File: config.mk
export PLATFORM = sky130hd
export DESIGN_NAME = svga_unlock_bank
export DESIGN_NICKNAME = d
export VERILOG_FILES = /design/src/rtl/svga_ub_pkg.sv /design/src/rtl/ub_key_tracker.sv /design/src/rtl/ub_crtc_file.sv /design/src/rtl/ub_bank_unit.sv /design/src/rtl/svga_unlock_bank.sv
export SDC_FILE = /design/constraint.sdc
export NUM_CORES = 1
export LEC_CHECK = 0
export BUFFER_PORTS_ARGS = -buffer_cell sky130_fd_sc_hd__buf_2
export CAP_MARGIN = 0
export CORE_AREA = 2 2 298 182
export DETAILED_ROUTE_END_ITERATION = 12
export DIE_AREA = 0 0 300 184
export PLACE_DENSITY = 0.84
export SLEW_MARGIN = 20
export SYNTH_ARGS = -nofsm -noshare
export SYNTH_HDL_FRONTEND = slang
export SYNTH_SLANG_ARGS = --single-unit
File: constraint.sdc
create_clock -name clk -period 6.72 [get_ports clk]
set_input_delay 0.336 -clock clk [delete_from_list [all_inputs] [get_ports clk]]
set_output_delay 0.336 -clock clk [all_outputs]
set_load 0.005 [all_outputs]
File: src/rtl/svga_ub_pkg.sv
package svga_ub_pkg;
  localparam int DATA_W    = 8;
  localparam int SEG_SHIFT = 16;
  localparam int SEG_W     = 5;
  localparam int BANK_W    = SEG_SHIFT + SEG_W;

  localparam logic [15:0] P_HCOMPAT   = 16'h03DF;
  localparam logic [15:0] P_HCOMPAT_M = 16'h03BF;
  localparam logic [15:0] P_MISC      = 16'h03C2;
  localparam logic [15:0] P_MODE      = 16'h03D8;
  localparam logic [15:0] P_CIDX      = 16'h03D4;
  localparam logic [15:0] P_CDAT      = 16'h03D5;
  localparam logic [15:0] P_SEG       = 16'h03CD;
  localparam logic [15:0] P_SEGX      = 16'h03CB;

  localparam logic [7:0] IX_PROT  = 8'h11;
  localparam logic [7:0] IX_OVFL  = 8'h07;
  localparam logic [7:0] IX_TOPLK = 8'h18;
  localparam logic [7:0] IX_FREE  = 8'h33;
  localparam logic [7:0] IX_PLK   = 8'h35;
  localparam logic [7:0] IX_BANK  = 8'h36;
  localparam logic [7:0] UNLOCK_HCOMPAT = 8'h03;
  localparam logic [7:0] UNLOCK_MASK    = 8'hA0;

  function automatic logic key_next(input logic [7:0] hcompat,
                                    input logic [7:0] mode_new,
                                    input logic key_cur);
    logic both;
    both = (mode_new & UNLOCK_MASK) == UNLOCK_MASK;
    if (hcompat == UNLOCK_HCOMPAT) return both ? 1'b1 : key_cur;
    return both ? key_cur : 1'b0;
  endfunction

  function automatic logic crtc_wr_ok(input logic [7:0] idx,
                                      input logic prot,
                                      input logic key);
    if (prot && ((idx < IX_OVFL) || (idx == IX_PLK))) return 1'b0;
    if (!key && (idx > IX_TOPLK) && (idx != IX_FREE) && (idx != IX_PLK))
      return 1'b0;
    return 1'b1;
  endfunction

  function automatic logic [7:0] crtc_merge(input logic [7:0] idx,
                                            input logic prot,
                                            input logic [7:0] old_v,
                                            input logic [7:0] new_v);
    if (prot && (idx == IX_OVFL)) return {old_v[7:5], new_v[4], old_v[3:0]};
    return new_v;
  endfunction

  function automatic logic [BANK_W-1:0] seg_to_base(input logic [SEG_W-1:0] seg);
    return {seg, {SEG_SHIFT{1'b0}}};
  endfunction
endpackage

File: src/rtl/ub_key_tracker.sv
module ub_key_tracker
  import svga_ub_pkg::*;
(
  input  logic              clk,
  input  logic              rst,
  input  logic              hc_we,
  input  logic              mode_we,
  input  logic [DATA_W-1:0] wdata,
  output logic [DATA_W-1:0] hcompat_q,
  output logic              key_q
);
  logic [DATA_W-1:0] mode_q;

  always_ff @(posedge clk) begin
    if (rst) begin
      hcompat_q <= '0;
      mode_q    <= '0;
      key_q     <= 1'b0;
    end else begin
      if (hc_we) hcompat_q <= wdata;
      if (mode_we) begin
        mode_q <= wdata;
        key_q  <= key_next(hcompat_q, wdata, key_q);
      end
    end
  end

  logic unused_mode;
  assign unused_mode = ^mode_q;
endmodule

File: src/rtl/ub_crtc_file.sv
module ub_crtc_file
  import svga_ub_pkg::*;
#(
  parameter int DEPTH = 64,
  localparam int IDX_W = $clog2(DEPTH)
) (
  input  logic                    clk,
  input  logic                    rst,
  input  logic                    idx_we,
  input  logic [IDX_W-1:0]        idx_wdata,
  input  logic                    data_we,
  input  logic [DATA_W-1:0]       wdata,
  input  logic                    key,
  output logic [IDX_W-1:0]        idx_q,
  output logic [DATA_W-1:0]       sel_data,
  output logic [DEPTH*DATA_W-1:0] flat,
  output logic                    prot,
  output logic                    bank_lock,
  output logic                    commit,
  output logic                    bank_recalc
);
  logic [DATA_W-1:0] regs [DEPTH];
  logic [7:0]        idx8;

  assign idx8        = 8'(idx_q);
  assign prot        = regs[int'(IX_PROT)][7];
  assign bank_lock   = regs[int'(IX_BANK)][4];
  assign sel_data    = regs[idx_q];
  assign commit      = data_we && crtc_wr_ok(idx8, prot, key);
  assign bank_recalc = commit && (idx8 == IX_BANK) && !wdata[4];

  always_ff @(posedge clk) begin
    if (rst) begin
      idx_q <= '0;
      for (int i = 0; i < DEPTH; i++) regs[i] <= '0;
    end else begin
      if (idx_we) idx_q <= idx_wdata;
      if (commit) regs[idx_q] <= crtc_merge(idx8, prot, regs[idx_q], wdata);
    end
  end

  for (genvar g = 0; g < DEPTH; g++) begin : g_flat
    assign flat[g*DATA_W +: DATA_W] = regs[g];
  end
endmodule

File: src/rtl/ub_bank_unit.sv
module ub_bank_unit
  import svga_ub_pkg::*;
(
  input  logic              clk,
  input  logic              rst,
  input  logic              seg_we,
  input  logic              segx_we,
  input  logic              upd_en,
  input  logic              recalc,
  input  logic [DATA_W-1:0] wdata,
  output logic [DATA_W-1:0] seg_raw,
  output logic [DATA_W-1:0] segx_raw,
  output logic [SEG_W-1:0]  wr_seg,
  output logic [SEG_W-1:0]  rd_seg
);
  always_ff @(posedge clk) begin
    if (rst) begin
      seg_raw  <= '0;
      segx_raw <= '0;
      wr_seg   <= '0;
      rd_seg   <= '0;
    end else begin
      if (seg_we) begin
        seg_raw <= wdata;
        if (upd_en) begin
          wr_seg[3:0] <= wdata[3:0];
          rd_seg[3:0] <= wdata[7:4];
        end
      end
      if (segx_we) begin
        segx_raw <= wdata;
        if (upd_en) begin
          wr_seg[4] <= wdata[0];
          rd_seg[4] <= wdata[4];
        end
      end
      if (recalc) begin
        wr_seg <= {segx_raw[0], seg_raw[3:0]};
        rd_seg <= {segx_raw[4], seg_raw[7:4]};
      end
    end
  end
endmodule

File: src/rtl/svga_unlock_bank.sv
module svga_unlock_bank
  import svga_ub_pkg::*;
#(
  parameter int CRTC_DEPTH = 64,
  localparam int IDX_W = $clog2(CRTC_DEPTH)
) (
  input  logic                         clk,
  input  logic                         rst,
  input  logic                         wr_en,
  input  logic                         rd_en,
  input  logic [15:0]                  port_addr,
  input  logic [DATA_W-1:0]            wr_data,
  output logic [DATA_W-1:0]            rd_data,
  output logic                         key_o,
  output logic [BANK_W-1:0]            wr_bank,
  output logic [BANK_W-1:0]            rd_bank,
  output logic [CRTC_DEPTH*DATA_W-1:0] crtc_flat
);
  logic              mono_alias_q;
  logic [DATA_W-1:0] hcompat_q;
  logic [IDX_W-1:0]  crtc_idx;
  logic [DATA_W-1:0] crtc_sel;
  logic              crtc_prot, bank_lock, crtc_commit, bank_recalc;
  logic [DATA_W-1:0] seg_raw, segx_raw;
  logic [SEG_W-1:0]  wr_seg, rd_seg;
  logic              bank_upd_en;

  logic hit_hc, hit_misc, hit_mode, hit_cidx, hit_cdat, hit_seg, hit_segx;
  assign hit_hc   = (port_addr == P_HCOMPAT) ||
                    ((port_addr == P_HCOMPAT_M) && mono_alias_q);
  assign hit_misc = port_addr == P_MISC;
  assign hit_mode = port_addr == P_MODE;
  assign hit_cidx = port_addr == P_CIDX;
  assign hit_cdat = port_addr == P_CDAT;
  assign hit_seg  = port_addr == P_SEG;
  assign hit_segx = port_addr == P_SEGX;

  always_ff @(posedge clk) begin
    if (rst) mono_alias_q <= 1'b0;
    else if (wr_en && hit_misc) mono_alias_q <= wr_data[0];
  end

  ub_key_tracker u_key (
    .clk(clk), .rst(rst),
    .hc_we(wr_en && hit_hc), .mode_we(wr_en && hit_mode),
    .wdata(wr_data), .hcompat_q(hcompat_q), .key_q(key_o)
  );

  ub_crtc_file #(.DEPTH(CRTC_DEPTH)) u_crtc (
    .clk(clk), .rst(rst),
    .idx_we(wr_en && hit_cidx), .idx_wdata(wr_data[IDX_W-1:0]),
    .data_we(wr_en && hit_cdat), .wdata(wr_data), .key(key_o),
    .idx_q(crtc_idx), .sel_data(crtc_sel), .flat(crtc_flat),
    .prot(crtc_prot), .bank_lock(bank_lock),
    .commit(crtc_commit), .bank_recalc(bank_recalc)
  );

  assign bank_upd_en = key_o && !bank_lock;

  ub_bank_unit u_bank (
    .clk(clk), .rst(rst),
    .seg_we(wr_en && hit_seg), .segx_we(wr_en && hit_segx),
    .upd_en(bank_upd_en), .recalc(bank_recalc), .wdata(wr_data),
    .seg_raw(seg_raw), .segx_raw(segx_raw),
    .wr_seg(wr_seg), .rd_seg(rd_seg)
  );

  assign wr_bank = seg_to_base(wr_seg);
  assign rd_bank = seg_to_base(rd_seg);

  always_comb begin
    rd_data = '0;
    if (rd_en) begin
      if (hit_cidx)      rd_data = DATA_W'(crtc_idx);
      else if (hit_cdat) rd_data = crtc_sel;
      else if (hit_seg)  rd_data = seg_raw;
      else if (hit_segx) rd_data = segx_raw;
    end
  end

  logic unused_top;
  assign unused_top = crtc_commit ^ hit_hc;
endmodule

==> report_table.html <==
<table>
<tr><th>Metric</th><th>Value</th></tr>
<tr><th colspan="2">Critical path</th></tr>
<tr><td>Number of buffer and inverter stages on the critical path</td><td>2</td></tr>
<tr><td>Category of cells accounting for the largest share of critical-path delay</td><td>compound AO/OA/AOI/OAI gates</td></tr>
<tr><td>Largest stage delay on the critical path</td><td>940 ps</td></tr>
<tr><td>R2R depth</td><td>7</td></tr>
<tr><td>Maximum fanout along the worst path</td><td>56</td></tr>
<tr><td>Critical R2R Capture</td><td>u_crtc.regs[17][6]$_SDFFCE_PN0P_</td></tr>
<tr><td>CP Launch Type</td><td>register</td></tr>
<tr><td>Worst endpoint data arrival time</td><td>4470 ps</td></tr>
<tr><td>Critical-path cell with the highest stage delay</td><td>o311ai_0</td></tr>
<tr><td>Required time of the worst setup path</td><td>6380 ps</td></tr>
<tr><td>Critical Path Stages</td><td>8</td></tr>
<tr><td>Ordered cell list for the critical path</td><td>buf_4 -&gt; mux4_2 -&gt; nor2_1 -&gt; and4b_1 -&gt; o311ai_0 -&gt; o2111ai_1 -&gt; a32o_1 -&gt; buf_2</td></tr>
<tr><td>Endpoint of the worst setup timing path</td><td>rd_data[4]</td></tr>
<tr><td>Slack of the worst reg-to-reg path</td><td>1940 ps</td></tr>
<tr><td>Critical Setup Path Class</td><td>reg -&gt; out</td></tr>
<tr><td>Worst R2R Start</td><td>u_crtc.idx_q[5]$_SDFFE_PP0P_</td></tr>
<tr><td>Crit. End Element</td><td>output pin</td></tr>
<tr><th colspan="2">Detailed routing</th></tr>
<tr><td>Router iterations before antenna repair</td><td>8</td></tr>
<tr><td>DRC violation total after the first TritonRoute iteration</td><td>4270</td></tr>
<tr><td>Routed len/inst</td><td>34.1 um</td></tr>
<tr><td>Residual DRC count</td><td>0</td></tr>
<tr><td>Count of vias placed by the detailed router</td><td>21600</td></tr>
<tr><td>Detailed Route WL</td><td>110000 um</td></tr>
<tr><td>Post-detailed-route via-to-cell ratio</td><td>6.67</td></tr>
<tr><td>Final antenna-violating net count</td><td>0</td></tr>
<tr><th colspan="2">Final layout</th></tr>
<tr><td>Most frequent cells in the layout</td><td>buf_2, nor2_1, edfxtp_1</td></tr>
<tr><td>Layout cells sized above 1</td><td>0.311</td></tr>
<tr><td>Sequential cell area</td><td>16300 um2</td></tr>
<tr><td>Fin area</td><td>30600 um2</td></tr>
<tr><td>Number of filler cells placed in the layout</td><td>4255</td></tr>
<tr><td>Most common cell after layout, fill and taps aside</td><td>buf_2</td></tr>
<tr><td>Area growth syn-to-layout</td><td>17.3%</td></tr>
<tr><td>Area of the multi-input gates</td><td>8680 um2</td></tr>
<tr><td>Count of nets after finishing</td><td>2521</td></tr>
<tr><th colspan="2">Timing</th></tr>
<tr><td>Max transition margin</td><td>0.133</td></tr>
<tr><td>Top achievable clock speed</td><td>208 MHz</td></tr>
<tr><td>Final setup viols</td><td>0</td></tr>
<tr><td>Fin crit share</td><td>0.715</td></tr>
<tr><td>Worst slew pin tran</td><td>1300 ps</td></tr>
<tr><td>Final clock skew</td><td>29.3 ps</td></tr>
<tr><td>Clock period minus worst slack</td><td>4800 ps</td></tr>
<tr><td>Count of pins over their slew limit</td><td>0</td></tr>
<tr><td>Setup TNS</td><td>0 ps</td></tr>
<tr><td>Final hold violation count</td><td>0</td></tr>
<tr><td>RSZ-0062 raised after global routing</td><td>no</td></tr>
<tr><th colspan="2">Die</th></tr>
<tr><td>IO Count</td><td>591</td></tr>
<tr><td>Die height</td><td>184 um</td></tr>
<tr><td>Total core area</td><td>52200 um2</td></tr>
<tr><td>Die outline area</td><td>55200 um2</td></tr>
<tr><td>Number of rows created at floorplan</td><td>65</td></tr>
<tr><td>Die boundary width</td><td>300 um</td></tr>
<tr><td>Starting density of the core</td><td>0.499</td></tr>
<tr><th colspan="2">Logic synthesis</th></tr>
<tr><td>Sequential cell area fraction in the yosys report</td><td>0.627</td></tr>
<tr><td>Async S/R FF share, synth</td><td>0</td></tr>
<tr><td>Netlist area before placement</td><td>26100 um2</td></tr>
<tr><td>Distinct cells, synth</td><td>80</td></tr>
<tr><td>Main synth FF type</td><td>edfxtp_1</td></tr>
<tr><td>Ys Warns</td><td>0</td></tr>
<tr><td>Number of enable flip-flop cells after synthesis</td><td>512</td></tr>
<tr><td>Number of instances in the synthesized netlist</td><td>2007</td></tr>
<tr><td>Post-synthesis sequential element count</td><td>560</td></tr>
<tr><td>Average cell area after synthesis</td><td>13.0 um2</td></tr>
<tr><th colspan="2">CTS</th></tr>
<tr><td>Clock Sinks</td><td>560</td></tr>
<tr><td>TritonCTS clock tree</td><td>built</td></tr>
<tr><td>Total of cells resized after clock tree synthesis</td><td>0</td></tr>
<tr><td>Worst-case clock buffer depth</td><td>3</td></tr>
<tr><td>Clock-pin slew on the worst setup and hold paths</td><td>70 ps</td></tr>
<tr><td>CTS Buf Count</td><td>53</td></tr>
<tr><td>Clock latency of the later-clocked register in the worst-skew pair</td><td>590 ps</td></tr>
<tr><td>Number of buffers inserted by hold repair at cts</td><td>0</td></tr>
<tr><td>CTS root buf</td><td>clkbuf_16</td></tr>
<tr><td>Number of H-tree levels</td><td>2</td></tr>
<tr><td>Post-CTS Setup Repair Bufs</td><td>0</td></tr>
<tr><th colspan="2">Global route</th></tr>
<tr><td>Antenna violations before repair</td><td>6</td></tr>
<tr><td>Pin count of the biggest net entering global routing</td><td>74</td></tr>
<tr><td>Number of global-route vias before repair</td><td>20400</td></tr>
<tr><td>Total Routing Usage GR</td><td>0.392</td></tr>
<tr><td>Global-route congestion overflow total</td><td>0</td></tr>
<tr><td>Wire length of the first global-routing pass</td><td>152000 um</td></tr>
<tr><th colspan="2">Power and ir drop</th></tr>
<tr><td>Largest voltage drop on the vdd net</td><td>169 uV</td></tr>
<tr><td>Power per cell area</td><td>246 nW/um2</td></tr>
<tr><td>Pleak</td><td>10.9 nW</td></tr>
<tr><th colspan="2">Place</th></tr>
<tr><td>Detailed placer's ending HPWL</td><td>80800 um</td></tr>
<tr><td>Last weighted congestion value of the routability-driven placer</td><td>1.01</td></tr>
<tr><td>Total placed instance area</td><td>28900 um2</td></tr>
<tr><td>Number of port buffers</td><td>558</td></tr>
<tr><th colspan="2">Worst hold path</th></tr>
<tr><td>Worst min-delay path category</td><td>in -&gt; reg</td></tr>
<tr><th colspan="2">Job</th></tr>
<tr><td>Number of maximum-capacitance constraint violations</td><td>0</td></tr>
<tr><th colspan="2">Status</th></tr>
<tr><td>Run status</td><td>finished clean</td></tr>
</table>
-- cell families after synthesis --
logic type / count (synthesis) / synth area share
buffers and inverters: 194 / 0.0477
DFF: 560 / 0.627
and+or+nand+nor: 845 / 0.139
other: 1 / 0.000144
AOI/OAI and AO/OA: 214 / 0.0605
muxes: 192 / 0.126
xor gates and xnor gates: 1 / 0.000336
-- sequential cells by signal, indices dropped and copies added (netlist names), named ones only --
name and count:
mono_alias_q 1, u_bank.rd_seg 5, u_bank.seg_raw 8, u_bank.segx_raw 8
u_bank.wr_seg 5, u_crtc.idx_q 6, u_crtc.regs 512, u_key.hcompat_q 8
u_key.key_q 1
-- where the power goes --
part / leakage (nW) / switching [mW] / total [mW] / internal, mW
clock: 0.798 / 1.37 / 3.02 / 1.64
sequential: 5.39 / 0.129 / 4.06 / 3.93
combinational: 4.67 / 0.290 / 0.449 / 0.159
total: 10.9 / 1.79 / 7.53 / 5.74
-- synthesized netlist by cell type (29+ instances only) --
cell type	count	share of area
a21oi_1	40	0.0077
a22oi_1	29	0.0083
buf_2	51	0.0098
buf_4	55	0.016
clkbuf_1	44	0.0063
dfxtp_1	48	0.037
edfxtp_1	512	0.59
mux2i_1	88	0.034
mux4_2	83	0.072
nand2_1	127	0.018
nand3_1	41	0.0079
nor2_1	539	0.078
nor3_1	33	0.0063
o21bai_1	37	0.011
-- layout make-up --
cell class / count / share of cell area
Tap cell: 703 / 0.0288
Sequential cell: 560 / 0.534
Clock inverter: 29 / 0.00908
Antenna cell: 1 / 0.0000818
Multi-Input combinational cell: 1284 / 0.284
Inverter: 10 / 0.00123
Timing Repair Buffer: 584 / 0.0978
Clock buffer: 65 / 0.0448
-- how the worst min path moves through the flow --
stage / startpoint / endpoint / slack [ps] / depth (start not counted)
after floorplan: u_bank.segx_raw[2]$_SDFFE_PP0P_ / u_bank.segx_raw[2]$_SDFFE_PP0P_ / 430 / 2
after global placement: u_bank.segx_raw[6]$_SDFFE_PP0P_ / u_bank.segx_raw[6]$_SDFFE_PP0P_ / 440 / 2
after detailed placement: u_bank.segx_raw[3]$_SDFFE_PP0P_ / u_bank.segx_raw[3]$_SDFFE_PP0P_ / 450 / 2
after CTS: wr_data[6] / u_bank.segx_raw[6]$_SDFFE_PP0P_ / 90 / 3
after global routing: wr_data[6] / u_bank.seg_raw[6]$_SDFFE_PP0P_ / 100 / 3
final: wr_data[6] / u_bank.seg_raw[6]$_SDFFE_PP0P_ / 100 / 3
-- routing by layer --
| layer | global-route usage | part of all wire | routed length (um) | up-vias |
|---|---|---|---|---|
| met5 | 0 | 0.00035 | 39 | - |
| met4 | 0.136 | 0.042 | 4650 | 6 |
| met3 | 0.150 | 0.18 | 19300 | 298 |
| met2 | 0.575 | 0.43 | 47700 | 2316 |
| met1 | 0.535 | 0.35 | 38800 | 10600 |
| li1 | - | - | - | 8325 |
-- worst min-delay path: cells and delay by family --
kind          cells  cell delay (ps)
simple gates      1               70
buf+inv           1              150
mux               1               90
-- through the flow --
stage	power [mW]	hold slack, ps	util	cells	setup slack, ps
after floorplan	4.24	431	-	2038	4150
after global placement	4.55	443	0.554	3141	2370
after detailed placement	4.56	451	0.554	3141	2110
after CTS	7.46	89.6	0.585	3235	2040
after global routing	7.65	95.2	0.586	3235	1830
final	7.53	99.4	0.586	3236	1920
Note: power is estimated with default switching activity, not from simulation.
